`src/rtl/txstrip_pkg.sv`:
```
package txstrip_pkg;

    // Controller states
    typedef enum logic [1:0] {
        ST_HEAD  = 2'd0,
        ST_BODY  = 2'd1,
        ST_FLUSH = 2'd2
    } strip_state_e;

    // Datapath actions chosen by the controller each cycle
    typedef enum logic [2:0] {
        ACT_IDLE      = 3'd0,
        ACT_PRIME     = 3'd1,  // first word: keep tail only
        ACT_DROP      = 3'd2,  // one-word frame, nothing left after strip
        ACT_SOLO      = 3'd3,  // one-word frame, tail becomes whole frame
        ACT_JOIN      = 3'd4,  // tail + head, frame continues
        ACT_JOIN_END  = 3'd5,  // tail + head, frame ends here
        ACT_JOIN_HOLD = 3'd6,  // tail + head, remaining tail needs flush
        ACT_FLUSH     = 3'd7   // emit held tail as final beat
    } strip_act_e;

endpackage

```
`src/rtl/txstrip_ctrl.sv`:
```
module txstrip_ctrl
    import txstrip_pkg::*;
#(
    parameter  int LANES = 8,
    parameter  int STRIP = 6,
    localparam int OCC_W = $clog2(LANES)
) (
    input  logic             clk,
    input  logic             rst,
    input  logic             in_valid,
    input  logic             in_last,
    input  logic [OCC_W-1:0] in_occ,
    input  logic             out_free,
    output logic             in_ready,
    output strip_act_e       act,
    output logic             sof_mark
);

    localparam logic [OCC_W-1:0] STRIP_OCC = OCC_W'(STRIP);

    strip_state_e state_q;
    strip_state_e state_d;
    logic         sof_pend_q;
    logic         short_tail;
    logic         take;

    // last word holds no more bytes than are stripped
    assign short_tail = (in_occ != '0) && (in_occ <= STRIP_OCC);
    assign in_ready   = out_free && (state_q != ST_FLUSH);
    assign take       = in_valid && in_ready;
    assign sof_mark   = (act == ACT_SOLO) || sof_pend_q;

    // state register
    always_ff @(posedge clk) begin
        if (rst) begin
            state_q    <= ST_HEAD;
            sof_pend_q <= 1'b0;
        end else begin
            state_q <= state_d;
            if (act == ACT_PRIME) begin
                sof_pend_q <= 1'b1;
            end else if (act == ACT_JOIN || act == ACT_JOIN_END || act == ACT_JOIN_HOLD) begin
                sof_pend_q <= 1'b0;
            end
        end
    end

    // next state and action
    always_comb begin
        state_d = state_q;
        act     = ACT_IDLE;
        unique case (state_q)
            ST_HEAD: begin
                if (take) begin
                    if (!in_last) begin
                        act     = ACT_PRIME;
                        state_d = ST_BODY;
                    end else if (short_tail) begin
                        act = ACT_DROP;
                    end else begin
                        act = ACT_SOLO;
                    end
                end
            end
            ST_BODY: begin
                if (take) begin
                    if (!in_last) begin
                        act = ACT_JOIN;
                    end else if (short_tail) begin
                        act     = ACT_JOIN_END;
                        state_d = ST_HEAD;
                    end else begin
                        act     = ACT_JOIN_HOLD;
                        state_d = ST_FLUSH;
                    end
                end
            end
            ST_FLUSH: begin
                if (out_free) begin
                    act     = ACT_FLUSH;
                    state_d = ST_HEAD;
                end
            end
            default: begin
                state_d = ST_HEAD;
            end
        endcase
    end

endmodule

```
`src/rtl/txstrip_lane.sv`:
```
module txstrip_lane
    import txstrip_pkg::*;
#(
    parameter  int LANES = 8,
    parameter  int STRIP = 6,
    localparam int OCC_W = $clog2(LANES),
    localparam int DW    = LANES * 8
) (
    input  logic             clk,
    input  logic             rst,
    input  strip_act_e       act,
    input  logic             sof_mark,
    input  logic [DW-1:0]    in_data,
    input  logic [OCC_W-1:0] in_occ,
    input  logic             out_ready,
    output logic [DW-1:0]    out_data,
    output logic [OCC_W:0]   out_user,
    output logic             out_last,
    output logic             out_valid,
    output logic             out_free
);

    localparam int KEEP_W = (LANES - STRIP) * 8;
    localparam int HEAD_W = STRIP * 8;
    localparam logic [OCC_W-1:0] STRIP_OCC = OCC_W'(STRIP);

    logic [KEEP_W-1:0] tail_q;
    logic [OCC_W-1:0]  flush_occ_q;
    logic [DW-1:0]     data_q;
    logic [OCC_W-1:0]  occ_q;
    logic              sof_q;
    logic              last_q;
    logic              valid_q;

    logic [OCC_W-1:0]  occ_adj;
    logic [DW-1:0]     joined;
    logic [DW-1:0]     lone;

    assign occ_adj  = in_occ - STRIP_OCC;
    assign joined   = {tail_q, in_data[DW-1 -: HEAD_W]};
    assign lone     = {in_data[KEEP_W-1:0], {HEAD_W{1'b0}}};
    assign out_free = !valid_q || out_ready;

    assign out_data  = data_q;
    assign out_user  = {sof_q, occ_q};
    assign out_last  = last_q;
    assign out_valid = valid_q;

    always_ff @(posedge clk) begin
        if (rst) begin
            tail_q      <= '0;
            flush_occ_q <= '0;
            data_q      <= '0;
            occ_q       <= '0;
            sof_q       <= 1'b0;
            last_q      <= 1'b0;
            valid_q     <= 1'b0;
        end else begin
            if (out_ready) begin
                valid_q <= 1'b0;
            end
            unique case (act)
                ACT_PRIME: begin
                    tail_q <= in_data[KEEP_W-1:0];
                end
                ACT_SOLO: begin
                    data_q  <= lone;
                    occ_q   <= occ_adj;
                    sof_q   <= sof_mark;
                    last_q  <= 1'b1;
                    valid_q <= 1'b1;
                end
                ACT_JOIN: begin
                    data_q  <= joined;
                    occ_q   <= '0;
                    sof_q   <= sof_mark;
                    last_q  <= 1'b0;
                    valid_q <= 1'b1;
                    tail_q  <= in_data[KEEP_W-1:0];
                end
                ACT_JOIN_END: begin
                    data_q  <= joined;
                    occ_q   <= occ_adj;
                    sof_q   <= sof_mark;
                    last_q  <= 1'b1;
                    valid_q <= 1'b1;
                end
                ACT_JOIN_HOLD: begin
                    data_q      <= joined;
                    occ_q       <= '0;
                    sof_q       <= sof_mark;
                    last_q      <= 1'b0;
                    valid_q     <= 1'b1;
                    tail_q      <= in_data[KEEP_W-1:0];
                    flush_occ_q <= occ_adj;
                end
                ACT_FLUSH: begin
                    data_q  <= {tail_q, {HEAD_W{1'b0}}};
                    occ_q   <= flush_occ_q;
                    sof_q   <= 1'b0;
                    last_q  <= 1'b1;
                    valid_q <= 1'b1;
                end
                default: begin
                end
            endcase
        end
    end

endmodule

```
`src/rtl/txstrip_realign.sv`:
```
module txstrip_realign
    import txstrip_pkg::*;
#(
    parameter  int LANES = 8,
    parameter  int STRIP = 6,
    localparam int OCC_W = $clog2(LANES),
    localparam int DW    = LANES * 8
) (
    input  logic           clk,
    input  logic           rst,
    input  logic [DW-1:0]  s_tdata,
    input  logic [OCC_W:0] s_tuser,
    input  logic           s_tlast,
    input  logic           s_tvalid,
    output logic           s_tready,
    output logic [DW-1:0]  m_tdata,
    output logic [OCC_W:0] m_tuser,
    output logic           m_tlast,
    output logic           m_tvalid,
    input  logic           m_tready
);

    if (STRIP < 1 || STRIP >= LANES || (1 << OCC_W) != LANES) begin : g_bad_cfg
        $error("txstrip_realign: STRIP must be 1..LANES-1 and LANES a power of two");
    end

    strip_act_e act;
    logic       sof_mark;
    logic       out_free;
    logic       unused_err;

    // error flag travels no further
    assign unused_err = s_tuser[OCC_W];

    txstrip_ctrl #(
        .LANES (LANES),
        .STRIP (STRIP)
    ) ctrl_i (
        .clk      (clk),
        .rst      (rst),
        .in_valid (s_tvalid),
        .in_last  (s_tlast),
        .in_occ   (s_tuser[OCC_W-1:0]),
        .out_free (out_free),
        .in_ready (s_tready),
        .act      (act),
        .sof_mark (sof_mark)
    );

    txstrip_lane #(
        .LANES (LANES),
        .STRIP (STRIP)
    ) lane_i (
        .clk       (clk),
        .rst       (rst),
        .act       (act),
        .sof_mark  (sof_mark),
        .in_data   (s_tdata),
        .in_occ    (s_tuser[OCC_W-1:0]),
        .out_ready (m_tready),
        .out_data  (m_tdata),
        .out_user  (m_tuser),
        .out_last  (m_tlast),
        .out_valid (m_tvalid),
        .out_free  (out_free)
    );

endmodule

```
`config.mk`:
```
export PLATFORM = sky130hd
export DESIGN_NAME = txstrip_realign
export DESIGN_NICKNAME = d
export VERILOG_FILES = /design/src/rtl/txstrip_pkg.sv /design/src/rtl/txstrip_ctrl.sv /design/src/rtl/txstrip_lane.sv /design/src/rtl/txstrip_realign.sv
export SDC_FILE = /design/constraint.sdc
export NUM_CORES = 1
export LEC_CHECK = 0
export BUFFER_PORTS_ARGS = -buffer_cell sky130_fd_sc_hd__buf_2
export CAP_MARGIN = 5
export CELL_PAD_IN_SITES_DETAIL_PLACEMENT = 0
export CELL_PAD_IN_SITES_GLOBAL_PLACEMENT = 1
export CORE_MARGIN = 5
export CORE_UTILIZATION = 30
export CTS_BUF_LIST = sky130_fd_sc_hd__clkbuf_8
export CTS_CLUSTER_SIZE = 16
export DETAILED_ROUTE_END_ITERATION = 10
export GPL_TIMING_DRIVEN = 0
export PLACE_DENSITY = 0.68
export SETUP_SLACK_MARGIN = 0.5
export SLEW_MARGIN = 20
export SYNTH_ARGS = -nofsm -noshare
export SYNTH_HDL_FRONTEND = slang
export SYNTH_SLANG_ARGS = --single-unit
```
`constraint.sdc`:
```
create_clock -name clk -period 1.7 [get_ports clk]
set_input_delay 0.17 -clock clk [delete_from_list [all_inputs] [get_ports clk]]
set_output_delay 0.17 -clock clk [all_outputs]
set_load 0.02 [all_outputs]
```
==> results.yml <==
place:
  place_congestion: 0.777
  numPortBuffers: 141
  hpwl_microns: 9240
  placed_cell_area_sq_mm: 0.00478
  place_ws_ps: -338
  post-place-cells: 770
clock_tree:
  postCtsHoldBufs: 0
  ctsRootBufferMaster: "clkbuf_8"
  cts_tree: "built"
  clock_path_buffers: 2
  htree_levels: 3
  clock_latency_ps: 370
  cts_made_buffers: 9
  clk_pin_slew_ps: 90
  cts.sink_count: 92
worst_hold_path:
  worstHoldStart: "s_tdata[39]"
  hold_class: "primary input to register"
sta:
  worst_clock_skew_ps: 6.42
  setup_slack_ps: -5.77
  fin_hold_ws_ps: 31.5
  timing.slew.headroom: 0.569
  worst_slew_pin_slew_ps: 646
  finalHoldViolCount: 0
  slew_viol_final: 0
  fmax_ghz: 0.586
  fin_crit_sh: 1.00
  grt_setup_unrepaired: "yes"
  post-route-min-period_ps: 1710
  final.setup.tns_ps: -5.77
  finalSetupViolations: 1
routing:
  drc_errors: 0
  drtAntennaViolNets: 0
  wl_per_cell_microns: 16.9
  drt_iter0_drc: 162
  firstDrtPassIters: 4
  wl_microns: 14100
  vias: 4201
  viasPerCell: 5.03
die:
  io_pins: 144
  die_w_microns: 123
  start_util: 0.305
  dieHeight_microns: 123
  row_count: 41
  core_sq_mm: 0.0126
  dieArea_sq_mm: 0.0151
synthesis:
  synthArstFlopShare: 0
  synth_warnings: 0
  syn_inst: 457
  syn-num-nets: 531
  ys.flop_type: "dfxtp_1"
  synth_edf_count: 0
  syn_area_sq_mm: 0.00383
  synth-seq-area-share: 0.481
  yosys.cell_types.count: 38
  synth_top_area_frac: 0.481
  ys_top_cells_by_area: "dfxtp_1 48%, nand2_1 9.9%, a21oi_1 9.7%"
  syn-mean-instance-area_sq_um: 8.38
  ys_seq_elements: 92
  synth_top_area_cell: "dfxtp_1"
setup_path:
  r2r_start: "ctrl_i.state_q[1]"
  path_cells: "nand2b_4 > buf_4 > or3_1 > buf_8 > buf_12 > o21ai_2 > a311oi_2"
  cp_max_fo: 9
  cp-end-kind: "register"
  endpoint: "lane_i.out_data[48]"
  crit_required_ps: 1930
  cp.arrival_ps: 1930
  critPathMaxStageDelay_ps: 350
  startpoint: "ctrl_i.state_q[1]"
  critPathKind: "register to register"
  rrSetupSlack_ps: -6
  critical_path.slowest_cell: "dfxtp_2"
  r2r_cells: 7
  critPathLaunchType: "register"
  r2r-end: "lane_i.out_data[48]"
power_and_ir_drop:
  p_leak_nw: 2.66
  ir_worst_vdd_mv: 0.356
  power_mw: 5.01
  power_density_mw_per_mm2: 788
outcome:
  violations: "setup timing"
  outcome: "complete, but fails checks"
finish:
  fin_area_sq_mm: 0.00636
  area_growth_pct: 66.0
  finish.utilization: 0.506
  drive_gt1_frac: 0.551
  fin_nets: 734
  final_cells: 836
  fillerInstances: 1210
global_routing:
  grt-ovfl-total: 0
  grt_pass1_wl_microns: 21300
  track_usage: 0.182
  antenna_found_initial: 0
  grt_pass1_vias: 4115
  grt_max_degree: 14
flow_run:
  max_cap_viol_count: 0
worst min-delay path by stage:
| stage | end | slack [ps] | cells after the start |
|---|---|---|---|
| 5_1_grt | lane_i.out_data[3] | 20 | 3 |
| 3_5_place_dp | lane_i.out_data[26] | 420 | 3 |
| 6_report | lane_i.out_data[23] | 30 | 3 |
| 2_1_floorplan | lane_i.flush_occ_q[1] | 280 | 1 |
| 4_1_cts | lane_i.out_data[23] | 6 | 3 |
| 3_3_place_gp | lane_i.out_data[10] | 410 | 3 |
sequential cells by signal (all words and copies together), names as in the netlist:
signal,flops
lane_i.occ_q,3
lane_i.out_data,64
lane_i.flush_occ_q,3
lane_i.sof_q,1
lane_i.out_valid,1
lane_i.out_last,1
ctrl_i.state_q,2
lane_i.tail_q,16
ctrl_i.sof_pend_q,1
routing by layer:
metal | GRT usage | part of all wire | up-vias
li1 | - | - | 2038
met1 | 0.242 | 0.45 | 2045
met2 | 0.294 | 0.48 | 103
met3 | 0.0256 | 0.048 | 15
met4 | 0.0796 | 0.016 | 0
met5 | 0 | 0 | -
placed cells by master (no fill, tap or decap), types with 16 or more instances in the layout:
cell | Yosys | final
buf_6 | 3 | 27
nor2_1 | 21 | 16
dfxtp_1 | 92 | 88
a21oi_2 | 0 | 38
buf_4 | 4 | 22
nand3_1 | 19 | 19
o31ai_1 | 20 | 17
buf_2 | 18 | 142
a21oi_1 | 74 | 34
nand2_1 | 101 | 76
o21ai_2 | 0 | 16
nand2_2 | 0 | 24
cells by family (layout without fill, tap and decap cells):
group	Yosys count	in the layout	share of synthesized area
AND/OR/NAND/NOR	171	171	0.212
buffers and inverters	47	253	0.0712
AO/OA/AOI/OAI	144	144	0.227
multiplexers	2	2	0.00523
other	0	1	0
adder cells (fa/ha/maj)	1	1	0.00327
flip-flops	92	92	0.481
synthesized netlist by cell type (2+ instances only):
cell type / number
nor3_1: 3
mux2i_1: 2
nor2b_1: 2
inv_1: 3
nand2b_1: 2
clkbuf_8: 3
o21ai_1: 5
nand3_1: 19
o2111ai_1: 3
nand2_1: 101
clkbuf_1: 15
buf_4: 4
o31ai_1: 20
a311oi_1: 17
a21oi_1: 74
or4b_1: 16
o21ai_0: 17
buf_2: 18
dfxtp_1: 92
buf_6: 3
nor2_1: 21
critical path, delay by kind of cell, from the launching register on:
family / cells / cell delay (ps)
buf+inv: 3 / 450
flops: 1 / 350
compound gates: 2 / 250
simple gates: 2 / 520
power breakdown:
part           internal (mW)  total (mW)  switching, mW
clock                  0.649        1.41          0.763
combinational          0.598        1.27          0.667
sequential              2.27        2.33         0.0689
final cells by class:
class                      count  area [sq um]  area share
tap                          172           215      0.0338
clock inverter                 5          47.5     0.00747
inverter                       3          11.3     0.00177
clock buffer                   9           124      0.0195
multi-input combinational    318          2200       0.347
buffer                        44           490      0.0771
timing repair buffer         192          1420       0.223
antenna                        1          2.50    0.000393
sequential                    92          1850       0.291
repair_timing:
action / CTS / global route
pin swaps: 61 / 15
endpoints found under the setup margin: 93 / 95
cloned: 10 / 0
resized for setup: 195 / 40
buffers inserted: 36 / 5
(Power assumes the default switching activity.)
